===== src/rtl/sa_cache_pkg.sv =====
package sa_cache_pkg;
    // Kind of state change a request causes at the next edge
    typedef enum logic [1:0] {
        ACC_NONE  = 2'd0,
        ACC_TOUCH = 2'd1,
        ACC_STORE = 2'd2,
        ACC_FILL  = 2'd3
    } acc_kind_e;
endpackage


===== src/rtl/sa_way_match.sv =====
module sa_way_match #(
    parameter int WAYS  = 3,
    parameter int TAG_W = 5,
    parameter int WAY_W = 2
) (
    input  logic [WAYS-1:0]            way_valid,
    input  logic [WAYS-1:0][TAG_W-1:0] way_tag,
    input  logic [TAG_W-1:0]           look_tag,
    output logic                       any_hit,
    output logic [WAY_W-1:0]           match_way
);
    logic [WAYS-1:0] eq;

    for (genvar w = 0; w < WAYS; w++) begin : g_cmp
        assign eq[w] = way_valid[w] && (way_tag[w] == look_tag);
    end

    always_comb begin
        match_way = '0;
        for (int w = WAYS - 1; w >= 0; w--) begin
            if (eq[w]) match_way = WAY_W'(w);
        end
    end

    assign any_hit = |eq;
endmodule


===== src/rtl/sa_victim_pick.sv =====
module sa_victim_pick #(
    parameter int WAYS  = 3,
    parameter int AGE_W = 2,
    parameter int WAY_W = 2
) (
    input  logic [WAYS-1:0]            way_valid,
    input  logic [WAYS-1:0][AGE_W-1:0] way_age,
    output logic [WAY_W-1:0]           victim
);
    localparam logic [AGE_W-1:0] OLDEST = AGE_W'(WAYS - 1);

    logic [WAY_W-1:0] empty_way;
    logic [WAY_W-1:0] oldest_way;

    always_comb begin
        empty_way  = '0;
        oldest_way = '0;
        for (int w = WAYS - 1; w >= 0; w--) begin
            if (!way_valid[w])           empty_way  = WAY_W'(w);
            if (way_age[w] == OLDEST)    oldest_way = WAY_W'(w);
        end
        victim = (&way_valid) ? oldest_way : empty_way;
    end
endmodule


===== src/rtl/sa_age_touch.sv =====
module sa_age_touch #(
    parameter int WAYS  = 3,
    parameter int AGE_W = 2,
    parameter int WAY_W = 2
) (
    input  logic [WAYS-1:0][AGE_W-1:0] age_in,
    input  logic [WAY_W-1:0]           touch_way,
    output logic [WAYS-1:0][AGE_W-1:0] age_out
);
    logic [AGE_W-1:0] touched_age;

    assign touched_age = age_in[touch_way];

    for (genvar w = 0; w < WAYS; w++) begin : g_age
        always_comb begin
            if (touch_way == WAY_W'(w))
                age_out[w] = '0;
            else if (age_in[w] < touched_age)
                age_out[w] = age_in[w] + AGE_W'(1);
            else
                age_out[w] = age_in[w];
        end
    end
endmodule


===== src/rtl/sa_cache_lru.sv =====
module sa_cache_lru #(
    parameter int WAYS   = 3,
    parameter int SETS   = 8,
    parameter int ADDR_W = 8,
    parameter int DATA_W = 16,
    localparam int IDX_W  = $clog2(SETS),
    localparam int TAG_W  = ADDR_W - IDX_W,
    localparam int WAY_W  = (WAYS > 1) ? $clog2(WAYS) : 1,
    localparam int AGE_W  = WAY_W
) (
    input  logic              clk,
    input  logic              rst_n,
    input  logic              req_valid,
    input  logic              req_write,
    input  logic [ADDR_W-1:0] req_addr,
    input  logic [DATA_W-1:0] req_wdata,
    input  logic              fill_valid,
    input  logic [DATA_W-1:0] fill_data,
    output logic              hit,
    output logic [WAY_W-1:0]  hit_way,
    output logic [DATA_W-1:0] rd_data,
    output logic [WAY_W-1:0]  victim_way,
    output logic              mem_wr,
    output logic [ADDR_W-1:0] mem_wr_addr,
    output logic [DATA_W-1:0] mem_wr_data
);
    import sa_cache_pkg::*;

    typedef struct packed {
        logic [SETS-1:0][WAYS-1:0]             valid;
        logic [SETS-1:0][WAYS-1:0][TAG_W-1:0]  tag;
        logic [SETS-1:0][WAYS-1:0][DATA_W-1:0] data;
        logic [SETS-1:0][WAYS-1:0][AGE_W-1:0]  ages;
    } cache_st_t;

    cache_st_t st_d, st_q;

    logic [IDX_W-1:0]            set_idx;
    logic [TAG_W-1:0]            req_tag;
    logic [WAYS-1:0]             set_valid;
    logic [WAYS-1:0][TAG_W-1:0]  set_tag;
    logic [WAYS-1:0][AGE_W-1:0]  set_ages;
    logic [WAYS-1:0][AGE_W-1:0]  new_ages;
    logic [WAY_W-1:0]            touch_way;
    acc_kind_e                   kind;
    logic [SETS*WAYS*AGE_W-1:0]  age_flat;

    assign set_idx   = req_addr[IDX_W-1:0];
    assign req_tag   = req_addr[ADDR_W-1:IDX_W];
    assign set_valid = st_q.valid[set_idx];
    assign set_tag   = st_q.tag[set_idx];
    assign set_ages  = st_q.ages[set_idx];
    assign age_flat  = st_q.ages;

    sa_way_match #(.WAYS(WAYS), .TAG_W(TAG_W), .WAY_W(WAY_W)) match_i (
        .way_valid (set_valid),
        .way_tag   (set_tag),
        .look_tag  (req_tag),
        .any_hit   (hit),
        .match_way (hit_way)
    );

    sa_victim_pick #(.WAYS(WAYS), .AGE_W(AGE_W), .WAY_W(WAY_W)) victim_i (
        .way_valid (set_valid),
        .way_age   (set_ages),
        .victim    (victim_way)
    );

    assign touch_way = hit ? hit_way : victim_way;

    sa_age_touch #(.WAYS(WAYS), .AGE_W(AGE_W), .WAY_W(WAY_W)) touch_i (
        .age_in    (set_ages),
        .touch_way (touch_way),
        .age_out   (new_ages)
    );

    assign rd_data     = hit ? st_q.data[set_idx][hit_way] : '0;
    assign mem_wr      = req_valid && req_write;
    assign mem_wr_addr = req_addr;
    assign mem_wr_data = req_wdata;

    always_comb begin
        if (!req_valid)          kind = ACC_NONE;
        else if (req_write)      kind = ACC_STORE;
        else if (hit)            kind = ACC_TOUCH;
        else if (fill_valid)     kind = ACC_FILL;
        else                     kind = ACC_NONE;
    end

    always_comb begin
        st_d = st_q;
        case (kind)
            ACC_TOUCH: begin
                st_d.ages[set_idx] = new_ages;
            end
            ACC_STORE, ACC_FILL: begin
                st_d.valid[set_idx][touch_way] = 1'b1;
                st_d.tag[set_idx][touch_way]   = req_tag;
                st_d.data[set_idx][touch_way]  = (kind == ACC_STORE) ? req_wdata : fill_data;
                st_d.ages[set_idx]             = new_ages;
            end
            default: ;
        endcase
    end

    always_ff @(posedge clk or negedge rst_n) begin
        if (!rst_n) begin
            st_q.valid <= '0;
            st_q.tag   <= '0;
            st_q.data  <= '0;
            for (int s = 0; s < SETS; s++) begin
                for (int w = 0; w < WAYS; w++) begin
                    st_q.ages[s][w] <= AGE_W'(w);
                end
            end
        end else begin
            st_q <= st_d;
        end
    end
endmodule


===== config.mk =====
export PLATFORM = sky130hd
export DESIGN_NAME = sa_cache_lru
export DESIGN_NICKNAME = d
export VERILOG_FILES = /design/src/rtl/sa_cache_pkg.sv /design/src/rtl/sa_way_match.sv /design/src/rtl/sa_victim_pick.sv /design/src/rtl/sa_age_touch.sv /design/src/rtl/sa_cache_lru.sv
export SDC_FILE = /design/constraint.sdc
export NUM_CORES = 1
export LEC_CHECK = 0
export BUFFER_PORTS_ARGS = -buffer_cell sky130_fd_sc_hd__buf_2
export CAP_MARGIN = 30
export CELL_PAD_IN_SITES_DETAIL_PLACEMENT = 1
export CELL_PAD_IN_SITES_GLOBAL_PLACEMENT = 1
export CORE_MARGIN = 1
export CORE_UTILIZATION = 52
export CTS_BUF_LIST = sky130_fd_sc_hd__clkbuf_8
export DETAILED_ROUTE_END_ITERATION = 10
export GPL_TIMING_DRIVEN = 0
export PLACE_DENSITY_LB_ADDON = 0.1
export SETUP_SLACK_MARGIN = 0.02
export SLEW_MARGIN = 20
export SYNTH_ARGS = -nofsm -noshare
export SYNTH_HDL_FRONTEND = slang
export SYNTH_HIERARCHICAL = 1
export SYNTH_SLANG_ARGS = --single-unit
export TNS_END_PERCENT = 5

===== constraint.sdc =====
create_clock -name clk -period 4.5 [get_ports clk]
set_input_delay 0.45 -clock clk [delete_from_list [all_inputs] [get_ports clk]]
set_output_delay 0.45 -clock clk [all_outputs]
set_load 0.03 [all_outputs]

Yosys cells after proc, flatten, opt, wreduce, memory -nomap -nowiden
Cells that the tools add are included.
{"block": "totals", "regBits": 576, "in_bits": 45, "output_inout_bits": 46, "wordCells": 166}
{"block": "classes", "addsub": 3, "magnitude_cmp": 8, "eq_ne": 11, "muxes": 52, "bitwise_logic": 1, "reduce_logical": 11}
{"cell": "$bwmux W384", "count": 1}
{"cell": "$bmux W48 S3", "count": 1}
{"cell": "$demux W48 S3", "count": 1}
{"cell": "$bwmux W120", "count": 1}
{"cell": "$mux W48", "count": 2}
{"cell": "$mux W16", "count": 4}
{"cell": "$bwmux W48", "count": 1}
{"cell": "$bmux W15 S3", "count": 1}
{"cell": "$demux W15 S3", "count": 1}
{"cell": "$mux W2", "count": 22}
{"cell": "$bmux W16 S2", "count": 1}
{"cell": "$demux W16 S2", "count": 1}
{"cell": "$mux W15", "count": 2}
{"cell": "$or A24 B24 Y24", "count": 1}
{"cell": "$bmux W6 S3", "count": 1}
{"cell": "$demux W6 S3", "count": 1}
{"cell": "$eq A5 B5 Y1", "count": 3}
{"cell": "$eq A2 B2 Y1 const B", "count": 6}
{"cell": "$mux W6", "count": 2}
{"cell": "$demux W5 S2", "count": 1}
{"cell": "$bmux W3 S3", "count": 1}
{"cell": "$demux W3 S3", "count": 1}
{"cell": "$add A2 B1 Y2 const B", "count": 3}
{"cell": "$logic_and A1 B1 Y1", "count": 6}
{"cell": "other kinds (15)", "count": 21}

Logic depth before layout (Yosys ltp)
{"block": "depth", "depth_word": 15, "depth_mapped": 25}

Hierarchy
The synthesis kept the hierarchy.
{"module": "sa_cache_lru", "n_inst": 1, "cells_per_inst": 2384, "area_per_inst_um2": 26011.2}
{"module": "sa_age_touch", "n_inst": 1, "cells_per_inst": 36, "area_per_inst_um2": 276.5}
{"module": "sa_way_match", "n_inst": 1, "cells_per_inst": 24, "area_per_inst_um2": 196.4}
{"module": "sa_victim_pick", "n_inst": 1, "cells_per_inst": 8, "area_per_inst_um2": 45.0}

Worst setup path after synthesis
Ideal clock, no wire load.
{"block": "synth_path", "kind": "in2reg", "startpoint": "input port req_addr[0]", "endpoint": "register st_q (netlist bit age_flat[37])", "setup_ns": 0.125, "t_arrival_ns": 4.777, "required_ns": 4.375, "path_slack_ns": -0.402, "stages": 24, "path_buffers": 5, "cell_sequence": "buf_4 buf_6 buf_6 buf_6 mux2i_1 nor2_1 a211oi_1 a21oi_1 a221o_1 xor2_1 nor4_1 nand3_1 nor2_1 nand2_1 nand2_1 buf_4 mux2i_1 nor2_1 a21oi_1 ha_1 nor3b_1 xnor2_1 nor2_1 mux2_2"}
{"item": "start: declaration", "line": "sa_cache_lru.sv:15", "rtl": "input logic [ADDR_W-1:0] req_addr,"}
{"item": "end signal: assignment", "line": "sa_cache_lru.sv:117", "rtl": "st_q <= st_d;"}
{"item": "end: declaration", "line": "sa_cache_lru.sv:36", "rtl": "cache_st_t st_d, st_q;"}

==> results.py <==
metrics = {
    "logic_synthesis": {
        "synth_top_area_share_pct": 52.8,
        "synth_adder_area_share_pct": 0.141,
        "async_flop_share_pct": 100,
        "synth_common_cells": "dfrtp_1, nand2_1, o21ai_0",
        "synthCells": 2452,
        "syn_nets": 2500,
        "netlist_area_mm2": 0.0265,
        "ys_types": 70,
        "ys.flop_type": "dfrtp_1",
        "yosysSeqAreaShare_pct": 54.4,
        "synth_xor_area_share_pct": 0.594,
        "synth_edf_count": 0,
        "syn_avg_cell_area_um2": 10.8,
        "synth_mux_area_share_pct": 14.4,
        "synthTopCellsByArea": "dfrtp_1, mux2_2, o21ai_0",
        "yosys_warnings": 6,
        "synthSimpleGateAreaFrac_pct": 9.55,
        "synth_most_common_cell": "dfrtp_1",
        "synth_compound_area_share_pct": 15.8,
        "yosys.area.top_type": "dfrtp_1",
        "synth_top_family_by_area": "compound AO/OA/AOI/OAI gates",
        "ys_ff_latch": 576,
    },
    "route": {
        "antenna_left": 0,
        "dr.first_iter.drc_count": 2590,
        "routedWlPerCell_um": 34.1,
        "vias_per_cell": 6.75,
        "drc_errors": 0,
        "firstDrtPassIters": 7,
        "vias": 23300,
        "drt_wl_total_um": 118000,
    },
    "global_routing": {
        "grt_max_degree": 101,
        "grtUsageTotal_pct": 45.1,
        "grt_remaining_overflow": 0,
        "antenna_found_initial": 3,
        "grt_pass1_wl_um": 168000,
        "grt_pass1_vias": 24500,
    },
    "clocking": {
        "cts_root_buf": "clkbuf_8",
        "numCtsBuffers": 98,
        "clk_latency_ns": 0.74,
        "clkSinkCount": 576,
        "cts_tree": "built",
        "cts_buffer_depth": 3,
        "path_clk_slew_ns": 0.06,
        "htree_levels": 3,
    },
    "pwr": {
        "p_sw_mw": 6.36,
        "total_power_mw": 18.5,
        "ir_drop_uv": 395,
        "static-leakage-power_nw": 14.5,
        "power_frac_comb_pct": 27.5,
        "p_per_area_mw_per_mm2": 585,
        "p_clk_share_pct": 25.9,
        "p_int_mw": 12.1,
        "power_frac_seq_pct": 46.5,
        "swShare_pct": 34.5,
    },
    "critical_path": {
        "crit_type": "input port to primary output",
        "cp_max_fo": 10,
        "critPathRequiredTime_ns": 4.05,
        "cp-end-kind": "primary output",
        "critPathLaunchType": "input port",
        "worstPathArrival_ns": 4.27,
    },
    "final_layout": {
        "final_layout_size_suffix_gt1_share_pct": 30.1,
        "layout.nets": 2751,
        "final_cell_area_mm2": 0.0316,
        "area_delta_synth_final_pct": 19.1,
    },
    "sta": {
        "hold_viol_final": 0,
        "worstMarginPinSlew_ns": 0.999,
        "fin_crit_sh_pct": 105,
        "relSlewSlack_pct": 33.4,
        "skew_ns": 0.0388,
        "timing.hold.ws_ns": 0.140,
        "max_freq_mhz": 212,
        "min_period_ns": 4.72,
        "rsz0062_at_grt": "yes",
        "drv_slew": 0,
        "fin_setup_tns_ns": -10.71,
        "setup_viol": 130,
        "layout_setup_ws_ns": -0.215,
    },
    "die": {
        "die_area_mm2": 0.0519,
        "rows": 82,
        "pin_count": 91,
        "die-height_um": 228,
        "die_x_um": 228,
        "core-area_mm2": 0.0503,
        "start_util_pct": 52.8,
    },
    "run_status": {
        "violations": "setup timing",
        "status": "finished, violations left",
    },
    "flow_run": {
        "drv_cap": 0,
    },
    "placement": {
        "placed_area_mm2": 0.0281,
        "post-dp-hpwl_um": 76700,
        "io_buffer_count": 87,
        "routabilityCongestion": 0.966,
    },
    "min_path": {
        "hold_class": "input port to register",
    },
}
layout make-up:
class / count / area [um2]
clock buffers: 122 / 1680
diodes: 3 / 7.51
flip-flops and latches: 576 / 14400
repair buffers: 154 / 1250
clock inverters: 47 / 241
inverters: 11 / 45.0
plain buffers: 243 / 1930
well taps: 672 / 841
multi-input cells: 1619 / 11200
fillers: 5300 / 18700
through the flow:
step	cells	setup slack, ns	utilization [%]
finish	3447	-0.215	62.9
global route	3445	-0.231	62.8
floorplan	2452	-0.0358	-
global placement	3211	-8.74	55.5
detailed placement	3219	-2.11	55.9
CTS	3425	-0.128	62.1
kinds of logic (layout without fill, tap and decap cells):
logic type | Yosys count | in the layout
compound gates | 688 | 688
simple gates | 584 | 584
flops | 576 | 576
mux | 326 | 326
buf+inv | 257 | 577
xor+xnor | 18 | 18
fa+ha+maj | 3 | 3
other cells | 0 | 3
registers in the layout (all words and copies together), names as in the netlist:
register,cells
st_q,528
age_flat,48
worst max-delay path, cell delays in order:
cell,delay (ns)
buf_4,0.16
buf_8,0.17
buf_12,0.19
buf_16,0.15
buf_16,0.18
buf_8,0.19
a21oi_1,0.08
a221o_1,0.30
xor2_2,0.18
nor4_4,0.31
nand3_2,0.20
buf_4,0.21
nand3b_1,0.25
buf_6,0.18
nand2_2,0.09
nor2_4,0.26
buf_4,0.21
a32o_2,0.22
clkbuf_4,0.23
what timing repair did:
action,in CTS,in global routing
cloned,1,0
buffers inserted,37,20
hold endpoints to repair,48,0
hold buffers,1,0
setup endpoints to repair,587,169
pin swaps,22,20
gates resized for setup,218,79
layout by cell type (no fill, tap or decap), drive strengths merged, types with 4 or more instances in the layout:
| cell type | instances |
|---|---|
| nand3 | 17 |
| a221oi | 55 |
| nand3b | 5 |
| nor3b | 8 |
| mux2 | 230 |
| o21ai | 293 |
| nor2b | 10 |
| clkbuf | 202 |
| nor2 | 194 |
| buf | 316 |
| dfrtp | 560 |
| xnor2 | 6 |
| o2bb2ai | 5 |
| nor4 | 4 |
| a22o | 18 |
| nand2b | 23 |
| a211oi | 8 |
| a222oi | 5 |
| inv | 49 |
| o22ai | 9 |
| xor2 | 12 |
| o31ai | 5 |
| a22oi | 40 |
| nor3 | 11 |
| o221ai | 10 |
| o211ai | 6 |
| nand2 | 287 |
| dfstp | 16 |
| a221o | 23 |
| clkinv | 6 |
| mux4 | 21 |
| mux2i | 75 |
| a21oi | 194 |
| or2 | 16 |
per-layer routing:
metal	global-route usage [%]	share of wire (%)	vias up
li1	-	-	9184
met1	55.3	36	12000
met2	66.1	44	1555
met3	14.1	11	519
met4	36.2	8.7	0
met5	0	0	-
power groups by stage:
stage / clock network, mW / logic (mW) / registers [mW]
global placement: 0 / 4.24 / 8.39
detailed placement: 0 / 4.54 / 8.55
finish: 4.79 / 5.08 / 8.60
floorplan: 0 / 3.26 / 8.13
global route: 4.98 / 5.47 / 8.76
CTS: 4.77 / 4.83 / 8.49
final timing paths:
path | from | depth (start not counted) | end | slack, ns
max | req_addr[2] | 19 | rd_data[10] | -0.22
min | fill_data[0] | 3 | st_q[288] | 0.14
max reg2reg | st_q[516] | 17 | st_q[309] | -0.17
min reg2reg | st_q[554] | 1 | st_q[554] | 0.47
max in group asynchronous | rst_n | 6 | st_q[269] | 2.14
min in group asynchronous | rst_n | 2 | age_flat[6] | 0.24
(Power assumes the default switching activity.)
